`src/rtl/icap_pkg.sv`:
```
package icap_pkg;
  localparam int unsigned BYTE_W = 8;
  localparam int unsigned ADDR_W = 3;
  localparam int unsigned CNT_W  = 2 * BYTE_W;

  typedef logic [ADDR_W-1:0] addr_t;

  localparam addr_t A_CTRL   = 3'd0;
  localparam addr_t A_FLAG   = 3'd1;
  localparam addr_t A_CAP_LO = 3'd2;
  localparam addr_t A_CAP_HI = 3'd3;
  localparam addr_t A_CNT_LO = 3'd4;
  localparam addr_t A_CNT_HI = 3'd5;
endpackage

```
`src/rtl/icap_sync_edge.sv`:
```
module icap_sync_edge #(
  parameter int unsigned STAGES = 2
) (
  input  logic clk,
  input  logic rst_n,
  input  logic pin,
  input  logic rise_sel,
  output logic hit
);
  localparam int unsigned TOP = STAGES - 1;

  logic [STAGES-1:0] chain_q;
  logic              prev_q;
  logic              lvl;

  generate
    if (STAGES == 1) begin : g_one
      always_ff @(posedge clk or negedge rst_n)
        if (!rst_n) chain_q <= '0;
        else        chain_q <= pin;
    end else begin : g_many
      always_ff @(posedge clk or negedge rst_n)
        if (!rst_n) chain_q <= '0;
        else        chain_q <= {chain_q[STAGES-2:0], pin};
    end
  endgenerate

  assign lvl = chain_q[TOP];

  always_ff @(posedge clk or negedge rst_n)
    if (!rst_n) prev_q <= 1'b0;
    else        prev_q <= lvl;

  assign hit = rise_sel ? (lvl & ~prev_q) : (~lvl & prev_q);

  // a hit only ever follows a change of the synchronised level
  p_hit_on_change_r4: assert property (@(posedge clk) disable iff (!rst_n)
    hit |-> (lvl != prev_q));
endmodule

```
`src/rtl/icap_counter.sv`:
```
module icap_counter #(
  parameter int unsigned W = 16
) (
  input  logic         clk,
  input  logic         rst_n,
  input  logic         load,
  input  logic [W-1:0] load_val,
  output logic [W-1:0] count
);
  always_ff @(posedge clk or negedge rst_n)
    if (!rst_n)    count <= '0;
    else if (load) count <= load_val;
    else           count <= count + 1'b1;

  p_count_step_r2: assert property (@(posedge clk) disable iff (!rst_n)
    !load |=> count == W'($past(count) + 1'b1));

  p_count_load_r8: assert property (@(posedge clk) disable iff (!rst_n)
    load |=> count == $past(load_val));
endmodule

```
`src/rtl/icap_capture.sv`:
```
module icap_capture #(
  parameter int unsigned W = 16
) (
  input  logic         clk,
  input  logic         rst_n,
  input  logic         evt,
  input  logic [W-1:0] count,
  input  logic         clr,
  output logic [W-1:0] cap_q,
  output logic         flag_q
);
  always_ff @(posedge clk or negedge rst_n)
    if (!rst_n)   cap_q <= '0;
    else if (evt) cap_q <= count;

  always_ff @(posedge clk or negedge rst_n)
    if (!rst_n)    flag_q <= 1'b0;
    else if (evt)  flag_q <= 1'b1;
    else if (clr)  flag_q <= 1'b0;

  p_flag_set_r3: assert property (@(posedge clk) disable iff (!rst_n)
    evt |=> flag_q);

  p_cap_hold_r1: assert property (@(posedge clk) disable iff (!rst_n)
    !evt |=> $stable(cap_q));

  p_clear_r7: assert property (@(posedge clk) disable iff (!rst_n)
    (clr && !evt) |=> !flag_q);
endmodule

```
`src/rtl/icap_bus.sv`:
```
module icap_bus
  import icap_pkg::*;
(
  input  logic             clk,
  input  logic             rst_n,
  input  addr_t            addr,
  input  logic             rd,
  input  logic             wr,
  input  logic [BYTE_W-1:0] wdata,
  input  logic [CNT_W-1:0] cap,
  input  logic [CNT_W-1:0] count,
  input  logic             flag,
  output logic [BYTE_W-1:0] rdata,
  output logic             rise_sel,
  output logic             flag_clr,
  output logic             cnt_load,
  output logic [CNT_W-1:0] cnt_val
);
  logic [BYTE_W-1:0] temp_q;
  logic [BYTE_W-1:0] rd_mux;
  logic              ctrl_q;

  assign flag_clr = wr && (addr == A_FLAG) && wdata[0];
  assign cnt_load = wr && (addr == A_CNT_LO);
  assign cnt_val  = {temp_q, wdata};
  assign rise_sel = ctrl_q;

  always_ff @(posedge clk or negedge rst_n)
    if (!rst_n)                        ctrl_q <= 1'b0;
    else if (wr && addr == A_CTRL)     ctrl_q <= wdata[0];

  always_comb begin
    rd_mux = '0;
    case (addr)
      A_CTRL:   rd_mux = {{(BYTE_W-1){1'b0}}, ctrl_q};
      A_FLAG:   rd_mux = {{(BYTE_W-1){1'b0}}, flag};
      A_CAP_LO: rd_mux = cap[BYTE_W-1:0];
      A_CAP_HI: rd_mux = temp_q;
      A_CNT_LO: rd_mux = count[BYTE_W-1:0];
      A_CNT_HI: rd_mux = temp_q;
      default:  rd_mux = '0;
    endcase
  end

  // shared upper-byte latch: low-byte reads fill it, counter high writes fill it
  always_ff @(posedge clk or negedge rst_n)
    if (!rst_n)                          temp_q <= '0;
    else if (rd && addr == A_CAP_LO)     temp_q <= cap[CNT_W-1:BYTE_W];
    else if (rd && addr == A_CNT_LO)     temp_q <= count[CNT_W-1:BYTE_W];
    else if (wr && addr == A_CNT_HI)     temp_q <= wdata;

  always_ff @(posedge clk or negedge rst_n)
    if (!rst_n)  rdata <= '0;
    else if (rd) rdata <= rd_mux;

  p_hi_from_temp_r6: assert property (@(posedge clk) disable iff (!rst_n)
    (rd && addr == A_CAP_HI) |=> rdata == $past(temp_q));

  p_lo_fills_temp_r5: assert property (@(posedge clk) disable iff (!rst_n)
    (rd && addr == A_CAP_LO) |=> temp_q == $past(cap[CNT_W-1:BYTE_W]));

  p_rdata_hold_r9: assert property (@(posedge clk) disable iff (!rst_n)
    !rd |=> $stable(rdata));
endmodule

```
`src/rtl/icap_timer16.sv`:
```
module icap_timer16 #(
  parameter int unsigned SYNC_STAGES = 2
) (
  input  logic                          clk,
  input  logic                          rst_n,
  input  logic                          cap_pin,
  input  logic [icap_pkg::ADDR_W-1:0]   bus_addr,
  input  logic                          bus_rd,
  input  logic                          bus_wr,
  input  logic [icap_pkg::BYTE_W-1:0]   bus_wdata,
  output logic [icap_pkg::BYTE_W-1:0]   bus_rdata
);
  import icap_pkg::*;

  logic             rise_sel;
  logic             hit;
  logic             flag_clr;
  logic             cnt_load;
  logic [CNT_W-1:0] cnt_val;
  logic [CNT_W-1:0] count;
  logic [CNT_W-1:0] cap_q;
  logic             flag_q;

  icap_sync_edge #(.STAGES(SYNC_STAGES)) u_edge (
    .clk(clk), .rst_n(rst_n), .pin(cap_pin), .rise_sel(rise_sel), .hit(hit)
  );

  icap_counter #(.W(CNT_W)) u_cnt (
    .clk(clk), .rst_n(rst_n), .load(cnt_load), .load_val(cnt_val), .count(count)
  );

  icap_capture #(.W(CNT_W)) u_cap (
    .clk(clk), .rst_n(rst_n), .evt(hit), .count(count), .clr(flag_clr),
    .cap_q(cap_q), .flag_q(flag_q)
  );

  icap_bus u_bus (
    .clk(clk), .rst_n(rst_n), .addr(bus_addr), .rd(bus_rd), .wr(bus_wr),
    .wdata(bus_wdata), .cap(cap_q), .count(count), .flag(flag_q),
    .rdata(bus_rdata), .rise_sel(rise_sel), .flag_clr(flag_clr),
    .cnt_load(cnt_load), .cnt_val(cnt_val)
  );
endmodule

```
`config.mk`:
```
export PLATFORM = sky130hd
export DESIGN_NAME = icap_timer16
export DESIGN_NICKNAME = d
export VERILOG_FILES = /design/src/rtl/icap_pkg.sv /design/src/rtl/icap_sync_edge.sv /design/src/rtl/icap_counter.sv /design/src/rtl/icap_capture.sv /design/src/rtl/icap_bus.sv /design/src/rtl/icap_timer16.sv
export SDC_FILE = /design/constraint.sdc
export NUM_CORES = 1
export LEC_CHECK = 0
export BUFFER_PORTS_ARGS = -buffer_cell sky130_fd_sc_hd__buf_2
export CORE_ASPECT_RATIO = 0.5
export CORE_MARGIN = 1
export CORE_UTILIZATION = 30
export DETAILED_ROUTE_END_ITERATION = 12
export PLACE_DENSITY = 0.54
export SETUP_SLACK_MARGIN = 0.4
export SLEW_MARGIN = 5
export SYNTH_ARGS = -nofsm -noshare
export SYNTH_HDL_FRONTEND = slang
export SYNTH_SLANG_ARGS = --single-unit
```
`constraint.sdc`:
```
create_clock -name clk -period 1.4 [get_ports clk]
set_input_delay 0.28 -clock clk [delete_from_list [all_inputs] [get_ports clk]]
set_output_delay 0.28 -clock clk [all_outputs]
set_load 0.01 [all_outputs]
```
==> impl_metrics.csv, run 1 <==
group,metric,value,unit
status,status,"complete, but fails checks",
sta,fmax,0.704,GHz
logic_synthesis,syn_area_per_cell,9.73,µm²
die,core-area,8290,µm²
layout,syn_to_final_growth,54.2,%
placed_design,dp_cells,433,
placed_design,portBuffers,23,
pwr,leakagePower,1.79,nW
global_route,grt-ovfl-total,0,
worst_setup_path,end_kind,"register",
layout,utilization,49.4,%
routing,antenna_left,0,
die,start_util,32.0,%
clocking,cts_root_buf,"clkbuf_16",
logic_synthesis,yosysWarnings,0,
placed_design,hpwlAfterDp,5050,µm
worst_setup_path,cp_slowest_cell,"or4b_4",
layout,nNetsFinal,374,
sta,clock_skew,0.00647,ns
layout,finalNonFillerCells,470,
routing,vias_per_cell,5.10,
global_route,grt_max_degree,41,
logic_synthesis,mappedNetlistNets,290,
layout,seq_area,1330,µm²
die,die-area,9250,µm²
clocking,clkLatencyLatePin,0.29,ns
sta,final_hold_viol_count,13,
worst_setup_path,cp-startpoint,"u_cnt.count[0]",
logic_synthesis,yosysMostFrequentCell,"dfrtp_1",
pwr,max-vdd-ir-drop,0.588,mV
status,violations,"hold timing, setup timing",
logic_synthesis,yosys.area.top_type,"dfrtp_1",
worst_setup_path,cp.required,1.63,ns
worst_setup_path,critPathBufInv,0,
logic_synthesis,netlist_area,2660,µm²
routing,finalWirelength,7930,µm
min_path,min_path_type,"primary input to async pin",
sta,period_share,101,%
global_route,grt_pass1_vias,2311,
pwr,power_density,1620,nW/µm²
sta,setup_viol,1,
worst_setup_path,path_delay_family,"simple AND/OR/NAND/NOR gates",
pwr,total_power,0.00664,W
routing,drtIter0Drc,215,
routing,vias,2398,
routing,wl_per_cell,16.9,µm
layout,diodes,0,
worst_setup_path,worstSetupStartpointType,"register",
clocking,htreeDepth,2,
clocking,cts_made_buffers,5,
worst_setup_path,path_cells,"nand3_4 > or2_1 > or4b_4 > nand3_2",
sta,tns,-0.0197,ns
logic_synthesis,synth_top_area_share,50.0,%
sta,final.setup.worst_slack,-0.0197,ns
worst_setup_path,crit_type,"register to register",
routing,firstDrtPassIters,4,
global_route,grt_first_pass_wirelength,11900,µm
logic_synthesis,async_reset_ff_share,100,%
sta,finalCriticalPeriod,1.42,ns
sta,slew_viol_final,0,
logic_synthesis,synth_edf_count,0,
logic_synthesis,yosys-top-cells-area,"dfrtp_1 50%, o21ai_0 6.2%, nand2_1 5.2%",
logic_synthesis,synth-main-ff-cell,"dfrtp_1",
clocking,clock_sinks,53,
routing,post-route-drc-count,0,
sta,rsz0062_at_grt,"true",
layout,fillCellCount,736,
logic_synthesis,yosys-top-cells-count,"53 x dfrtp_1, 37 x nand2_1, 33 x o21ai_0, 24 x nor2_1, 15 x inv_1",
clocking,clock_path_buffers,2,
sta,relSlewSlack,78.7,%
global_route,grt_antenna_before_repair,0,
worst_setup_path,worstPathArrival,1.65,ns
die,io-pin-count,24,
worst_setup_path,cp_max_fo,3,
job,cap_violations,0,
worst_setup_path,max_stage_delay,0.48,ns
placed_design,preCtsSetupSlack,-0.130,ns
logic_synthesis,yosysSeqAreaShare,50.0,%
placed_design,gp_congestion,0.850,
sta,max_slew.worst_pin.slew,0.314,ns
layout,drive_gt1_share,47.5,%
logic_synthesis,synth_cells,273,
global_route,grt_use_total,17.2,%
die,placementRows,23,
worst_setup_path,rr_startpoint,"u_cnt.count[0]",
logic_synthesis,yosysUniqueCellTypes,35,
die,chipHeight,68.5,µm
clocking,cts_tree,"yes",
die,dieWidth,135,µm
sta,timing.hold.ws,-0.116,ns
logic_synthesis,ys_ff_latch,53,
layout,multi_input_area,1590,µm²
clocking,clk_pin_slew,0.07,ns
==> worst register-to-register path, cell delays in order (launching register included) <==
cell and delay [ns]:
dfrtp_2 0.42, nand3_4 0.11, or2_1 0.25, or4b_4 0.48, nand3_2 0.09
==> placed cells by master (no fill, tap or decap), types with 2 or more instances in the layout <==
cell and instances:
dfrtp_1 49, buf_4 38, buf_6 28, nand2_1 25, o21ai_1 20, nor2_1 20, buf_2 17, nand2_2 11
xnor2_1 10, a21oi_1 9, inv_1 9, o21ai_0 9, mux2i_1 9, a221o_1 8, mux2_4 8, o21ai_2 6
clkbuf_16 6, nor4_4 4, nor3_4 4, a22oi_1 4, buf_12 4, dfrtp_2 4, nor3b_4 3, nand3_1 3
nor2_4 3, xnor2_2 3, a22oi_2 3, clkbuf_1 3, nand2b_4 2, nand4_1 2, nand3_4 2, nor2b_4 2
nand3b_1 2, nand3_2 2, clkinvlp_4 2, a21oi_2 2, mux2_2 2, buf_8 2
==> per-stage QoR <==
| stage | cell area (µm²) | hold WS [ns] |
|---|---|---|
| 2_1_floorplan | 2800 | -0.0156 |
| 3_3_place_gp | 3260 | 0.194 |
| 3_5_place_dp | 3260 | 0.198 |
| 4_1_cts | 3780 | -0.105 |
| 5_1_grt | 4090 | -0.0869 |
| 6_report | 4090 | -0.116 |
==> metal layers <==
layer  vias up  global-route usage [%]  wire, µm
li1       1133                       -         -
met1      1187                    23.8      3600
met2        73                    27.2      3740
met3         5                    4.46       531
met4         0                    3.79        49
met5         -                       0         0
==> worst paths after layout <==
check | slack (ns) | cells after the start | to
worst max-delay path | -0.02 | 4 | u_cnt.count[13]
worst min-delay path | -0.12 | 1 | u_cap.cap_q[12]
worst max register to register | -0.02 | 4 | u_cnt.count[13]
worst min register to register | 0.35 | 0 | u_edge.chain_q[1]
max in group asynchronous | 0.97 | 2 | u_cnt.count[5]
min in group clk | 0.09 | 1 | u_edge.chain_q[0]
==> cell families (layout without fill, tap and decap cells) <==
| logic type | count (synthesis) | count (layout) | share of synthesized area [%] |
|---|---|---|---|
| AND/OR/NAND/NOR | 94 | 94 | 18.4 |
| flip-flops | 53 | 53 | 50.0 |
| adder cells (fa/ha/maj) | 1 | 1 | 0.471 |
| buffers and inverters | 28 | 113 | 4.34 |
| AO/OA/AOI/OAI | 65 | 65 | 14.9 |
| XOR/XNOR | 13 | 13 | 4.29 |
| multiplexers | 19 | 19 | 7.63 |
==> where the power goes <==
part	switching, W	total, W	internal [W]
sequential	0.000485	0.00254	0.00206
combinational	0.00135	0.00289	0.00154
clock	0.000532	0.00120	0.000667
total	0.00237	0.00664	0.00427
==> state kept, by name, summed over array words and instances, names as in the netlist <==
register,cells
u_cap.cap_q,16
u_cnt.count,16
u_bus.rdata,8
u_bus.temp_q,8
u_edge.chain_q,2
u_bus.rise_sel,1
u_cap.flag_q,1
u_edge.prev_q,1
==> layout make-up <==
cell class | count | share of cell area (%)
Timing Repair Buffer | 90 | 20.0
Sequential cell | 53 | 32.5
Clock buffer | 8 | 3.33
Inverter | 15 | 1.93
Multi-Input combinational cell | 192 | 38.8
Tap cell | 112 | 3.42
==> repair_timing <==
| item | CTS | global route |
|---|---|---|
| pin swaps | 29 | 34 |
| gates cloned | 1 | 2 |
| hold endpoints to repair | 13 | 13 |
| endpoints found under the setup margin | 57 | 58 |
| resized for setup | 88 | 47 |
| buffers inserted | 14 | 12 |
Power figures use the tool's default switching activity.
==> inputs of run 2 (changes only) <==
--- a/config.mk
+++ b/config.mk
@@ -6,11 +6,13 @@
 export NUM_CORES = 1
 export LEC_CHECK = 0
 export BUFFER_PORTS_ARGS = -buffer_cell sky130_fd_sc_hd__buf_2
+export CELL_PAD_IN_SITES_DETAIL_PLACEMENT = 1
+export CELL_PAD_IN_SITES_GLOBAL_PLACEMENT = 2
 export CORE_ASPECT_RATIO = 0.5
 export CORE_MARGIN = 1
 export CORE_UTILIZATION = 30
 export DETAILED_ROUTE_END_ITERATION = 12
-export PLACE_DENSITY = 0.54
+export PLACE_DENSITY = 0.74
 export SETUP_SLACK_MARGIN = 0.4
 export SLEW_MARGIN = 5
 export SYNTH_ARGS = -nofsm -noshare
==> run 2 against run 1 <==
Compared with the run above: the flow finishes with violations (setup timing); utilization is 1.0 points higher; wire length is 22% higher; register-to-register slack worse by 0.06 ns; power is 10% higher; setup slack worse by 0.059 ns; final area is 2.1% higher; die area stayed put; via count is 1.2% higher; critical path type unchanged; critical endpoint unchanged.
==> impl_metrics.csv, run 2 (synthesized netlist as in run 1, its figures left out) <==
group,metric,value,unit
layout,nNetsFinal,373,
sta,clock_skew,0.00502,ns
sta,max_slew.worst_pin.slew,0.593,ns
status,status,"complete, but fails checks",
sta,finalCriticalPeriod,1.48,ns
layout,fillCellCount,886,
layout,utilization,50.4,%
routing,finalWirelength,9700,µm
layout,drive_gt1_share,48.5,%
worst_setup_path,rr_startpoint,"u_cnt.count[3]",
die,io-pin-count,24,
placed_design,hpwlAfterDp,5720,µm
layout,finalNonFillerCells,469,
pwr,power_density,1750,nW/µm²
sta,period_share,106,%
routing,post-route-drc-count,0,
global_route,grt_pass1_vias,2498,
layout,diodes,0,
min_path,min_from,"cap_pin",
layout,final_common_cell,"dfrtp_1",
routing,firstDrtPassIters,4,
global_route,grt-ovfl-total,0,
sta,setup_viol,2,
layout,top_regs,"u_cap.cap_q: 16 flops, u_cnt.count: 16 flops",
routing,antenna_left,0,
layout,syn_to_final_growth,57.4,%
clocking,cts_made_buffers,5,
sta,fmax,0.676,GHz
clocking,clock_sinks,53,
layout,final_cell_mix,"50 x dfrtp_1, 32 x buf_4, 29 x buf_6",
sta,final_hold_viol_count,0,
status,violations,"setup timing",
die,chipHeight,68.5,µm
worst_setup_path,cp.required,1.63,ns
sta,relSlewSlack,60.5,%
placed_design,portBuffers,23,
worst_setup_path,crit_type,"register to register",
sta,rsz0062_at_grt,"true",
global_route,grt_first_pass_wirelength,14400,µm
global_route,grt_max_degree,28,
worst_setup_path,reg2reg_slack,-0.08,ns
worst_setup_path,worstPathArrival,1.71,ns
worst_setup_path,reg2reg_depth,4,
placed_design,preCtsSetupSlack,-0.125,ns
clocking,cts_tree,"yes",
routing,drtIter0Drc,136,
placed_design,dp_cells,429,
die,die-area,9250,µm²
clocking,clk_pin_slew,0.07,ns
die,dieWidth,135,µm
routing,wl_per_cell,20.7,µm
global_route,grt_use_total,21.2,%
pwr,max-vdd-ir-drop,0.649,mV
job,cap_violations,0,
worst_setup_path,r2r-end,"u_cnt.count[13]",
clocking,cts_root_buf,"clkbuf_16",
die,placementRows,23,
worst_setup_path,worstSetupStartpointType,"register",
routing,vias_per_cell,5.17,
die,core-area,8290,µm²
min_path,min_path_type,"primary input to register",
placed_design,gp_congestion,0.794,
clocking,clock_path_buffers,2,
die,start_util,32.0,%
min_path,hold_path_depth,1,
worst_setup_path,cp_max_fo,2,
pwr,leakagePower,1.82,nW
global_route,grt_antenna_before_repair,0,
sta,final.setup.worst_slack,-0.0783,ns
min_path,holdPathEnd,"u_edge.chain_q[0]",
clocking,htreeDepth,2,
routing,vias,2427,
sta,slew_viol_final,0,
clocking,clkLatencyLatePin,0.30,ns
worst_setup_path,end_kind,"register",
## run 2: through the flow
| step | total power [W] | cell area (µm²) | hold WS, ns | TNS, ns |
|---|---|---|---|---|
| 3_5_place_dp | 0.00433 | 3220 | 0.213 | -1.28 |
| 3_3_place_gp | 0.00421 | 3220 | 0.210 | -0.729 |
| 2_1_floorplan | 0.00350 | 2800 | -0.0156 | 0 |
| 6_report | 0.00732 | 4180 | 0.0863 | -0.0887 |
| 4_1_cts | 0.00648 | 3840 | 0.0852 | 0 |
| 5_1_grt | 0.00767 | 4180 | 0.0805 | -0.591 |
## run 2: worst max-delay path by stage
| stage | from | endpoint | slack (ns) |
|---|---|---|---|
| floorplan | u_cnt.count[5] | u_cnt.count[13] | 0.002 |
| global route | u_cnt.count[3] | u_cnt.count[13] | -0.11 |
| finish | u_cnt.count[3] | u_cnt.count[13] | -0.08 |
| global placement | bus_rd | u_bus.temp_q[2] | -0.11 |
| detailed placement | bus_rd | u_bus.temp_q[1] | -0.13 |
| CTS | u_cnt.count[3] | u_cnt.count[13] | 0.007 |
## run 2: what timing repair did
item / in CTS / in global routing
setup endpoints to repair: 57 / 69
buffers inserted: 16 / 11
pin swaps: 33 / 31
resized for setup: 75 / 69
endpoints found under the hold margin: 11 / 0
hold buffers: 3 / 0
cloned: 2 / 0
## run 2: layout make-up
cell class              instances  area [µm²]  share of cell area [%]
multi-input cells             192        1640                    39.3
flip-flops and latches         53        1330                    31.8
repair buffers                 89         830                    19.9
clock buffers                   7         153                    3.65
well taps                     112         140                    3.35
inverters                      15        77.6                    1.86
clock inverters                 1        5.00                   0.120
## run 2: where the power goes
group	total [W]	switching (W)	internal (W)
registers	0.00264	0.000587	0.00205
logic	0.00332	0.00156	0.00176
clock network	0.00136	0.000596	0.000760
total	0.00732	0.00274	0.00458
## run 2: worst max-delay path: stages (launching register included)
cell,delay (ns)
dfrtp_1,0.45
nand3_4,0.09
or2_1,0.26
or4b_1,0.52
nand3_1,0.09
## run 2: per-layer routing
metal | routed length (µm) | GRT usage (%)
met2 | 4670 | 35.1
met5 | 0 | 0
met3 | 329 | 4.24
met1 | 4580 | 28.8
met4 | 120 | 5.62
==> inputs of run 3 (changes only) <==
--- a/config.mk
+++ b/config.mk
@@ -14,6 +14,7 @@
 export DETAILED_ROUTE_END_ITERATION = 12
 export PLACE_DENSITY = 0.74
 export SETUP_SLACK_MARGIN = 0.4
+export SKIP_LAST_GASP = 1
 export SLEW_MARGIN = 5
 export SYNTH_ARGS = -nofsm -noshare
 export SYNTH_HDL_FRONTEND = slang
==> run 3 against run 2 <==
Compared with the run above: the run still ends with setup timing left; sequential share of layout area up 0.27 points; sequential power about the same; wire length down 6.1%; final cell count unchanged; via count down 0.66%; power down 2.5%; combinational power down 4%; non-clock buffer count unchanged; first-iteration DRC count up 13%; register-to-register slack better by 0.04 ns; hold slack better by 0.0022 ns; utilization down 0.42 points.
==> impl_metrics.csv, run 3 (synthesized netlist as in run 1, its figures left out) <==
group,metric,value,unit
pwr,power_density,1720,nW/µm²
layout,top_regs,"u_cap.cap_q: 16 flops, u_cnt.count: 16 flops",
sta,max_slew.worst_pin.slew,0.588,ns
worst_setup_path,end_kind,"register",
worst_setup_path,endpoint,"u_cnt.count[14]",
routing,drtIter0Drc,153,
layout,final_cell_mix,"50 x dfrtp_1, 37 x buf_4, 28 x nand2_1",
pwr,max-vdd-ir-drop,0.650,mV
die,dieWidth,135,µm
placed_design,gp_congestion,0.794,
status,violations,"setup timing",
worst_setup_path,rr_startpoint,"u_cnt.count[0]",
sta,final_hold_viol_count,0,
layout,design_area,4140,µm²
global_route,grt-ovfl-total,0,
pwr,p_comb_share,44.7,%
worst_setup_path,cp-startpoint,"u_cnt.count[0]",
pwr,share_seq_of_total_power,36.6,%
worst_setup_path,cp_max_fo,5,
global_route,grt_antenna_before_repair,0,
routing,finalWirelength,9110,µm
pwr,intPower,0.00451,W
clocking,clkLatencyLatePin,0.30,ns
clocking,cts_root_buf,"clkbuf_16",
status,status,"complete, but fails checks",
pwr,leakagePower,1.80,nW
worst_setup_path,r2r-end,"u_cnt.count[14]",
die,placementRows,23,
layout,nNetsFinal,373,
worst_setup_path,reg2reg_slack,-0.04,ns
sta,clock_skew,0.00535,ns
worst_setup_path,crit_type,"register to register",
routing,post-route-drc-count,0,
worst_setup_path,reg2reg_depth,6,
placed_design,place_area,3220,µm²
sta,fmax,0.694,GHz
pwr,power.switching,0.00263,W
global_route,grt_max_degree,28,
layout,drive_gt1_share,48.2,%
sta,rsz0062_at_grt,"true",
routing,antenna_left,0,
sta,relSlewSlack,60.8,%
placed_design,portBuffers,23,
pwr,swShare,36.8,%
placed_design,preCtsSetupSlack,-0.125,ns
worst_setup_path,worstSetupStartpointType,"register",
layout,fillCellCount,890,
die,core-area,8290,µm²
clocking,cts_made_buffers,5,
global_route,grt_pass1_vias,2498,
die,io-pin-count,24,
sta,finalCriticalPeriod,1.44,ns
clocking,cts_tree,"yes",
job,cap_violations,0,
sta,setup_viol,4,
placed_design,hpwlAfterDp,5720,µm
layout,final_common_cell,"dfrtp_1",
global_route,grt_first_pass_wirelength,14400,µm
routing,wl_per_cell,19.4,µm
clocking,clk_pin_slew,0.07,ns
sta,timing.hold.ws,0.0885,ns
routing,firstDrtPassIters,4,
sta,period_share,103,%
layout,diodes,0,
worst_setup_path,worstPathArrival,1.61,ns
routing,vias,2411,
sta,final.setup.worst_slack,-0.0415,ns
layout,syn_to_final_growth,56.1,%
die,start_util,32.0,%
pwr,power.share.clock,18.7,%
min_path,min_path_type,"primary input to register",
die,chipHeight,68.5,µm
sta,slew_viol_final,0,
clocking,clock_sinks,53,
global_route,grt_use_total,21.2,%
clocking,clock_path_buffers,2,
sta,tns,-0.105,ns
die,die-area,9250,µm²
worst_setup_path,cp.required,1.57,ns
clocking,htreeDepth,2,
routing,vias_per_cell,5.14,
run 3: power groups by stage:
stage               Sequential (W)  Combinational, W  Clock (W)
floorplan                  0.00247           0.00103          0
global placement           0.00251           0.00171          0
detailed placement         0.00255           0.00178          0
CTS                        0.00256           0.00256    0.00136
global route               0.00268           0.00342    0.00141
finish                     0.00261           0.00319    0.00133
run 3: layer usage:
layer	global-route usage [%]	routed length, µm	share of wire (%)	up-vias
met5	0	0	0	-
met2	35.1	4300	47	41
li1	-	-	-	1123
met4	5.62	97	1.1	0
met3	4.24	303	3.3	9
met1	28.8	4400	48	1238
run 3: what timing repair did:
action / 4_1_cts / 5_1_grt
pin swaps: 33 / 30
hold buffers: 3 / 0
setup buffers: 16 / 11
hold endpoints to repair: 11 / 0
resized for setup: 75 / 59
gates cloned: 2 / 0
setup endpoints to repair: 57 / 69
run 3: through the flow:
stage,total power [W],instances,utilization (%)
after floorplan,0.00350,273,-
final,0.00714,469,50.0
after global placement,0.00421,429,38.9
after global routing,0.00751,469,50.0
after CTS,0.00648,458,46.3
after detailed placement,0.00433,429,38.9
run 3: worst min path at each step:
stage / start / end / slack [ns] / cells past startpoint
floorplan: rst_n / u_bus.rdata[0] / -0.02 / 0
global placement: rst_n / u_cap.cap_q[9] / 0.21 / 1
detailed placement: rst_n / u_cap.cap_q[9] / 0.21 / 1
CTS: cap_pin / u_edge.chain_q[0] / 0.09 / 1
global route: cap_pin / u_edge.chain_q[0] / 0.08 / 1
finish: cap_pin / u_edge.chain_q[0] / 0.09 / 1
run 3: layout make-up:
class | count | area (µm²) | area share, %
multi-input cells | 192 | 1630 | 39.3
clock buffers | 7 | 153 | 3.68
clock inverters | 1 | 5.00 | 0.121
well taps | 112 | 140 | 3.38
repair buffers | 89 | 811 | 19.6
inverters | 15 | 75.1 | 1.81
flip-flops and latches | 53 | 1330 | 32.1
run 3: critical path, stage by stage (launching register included):
cell and delay (ns):
dfrtp_1 0.43, buf_6 0.14, ha_4 0.16, nand2_8 0.08
nor4_2 0.24, xnor2_1 0.16, o21ai_1 0.10
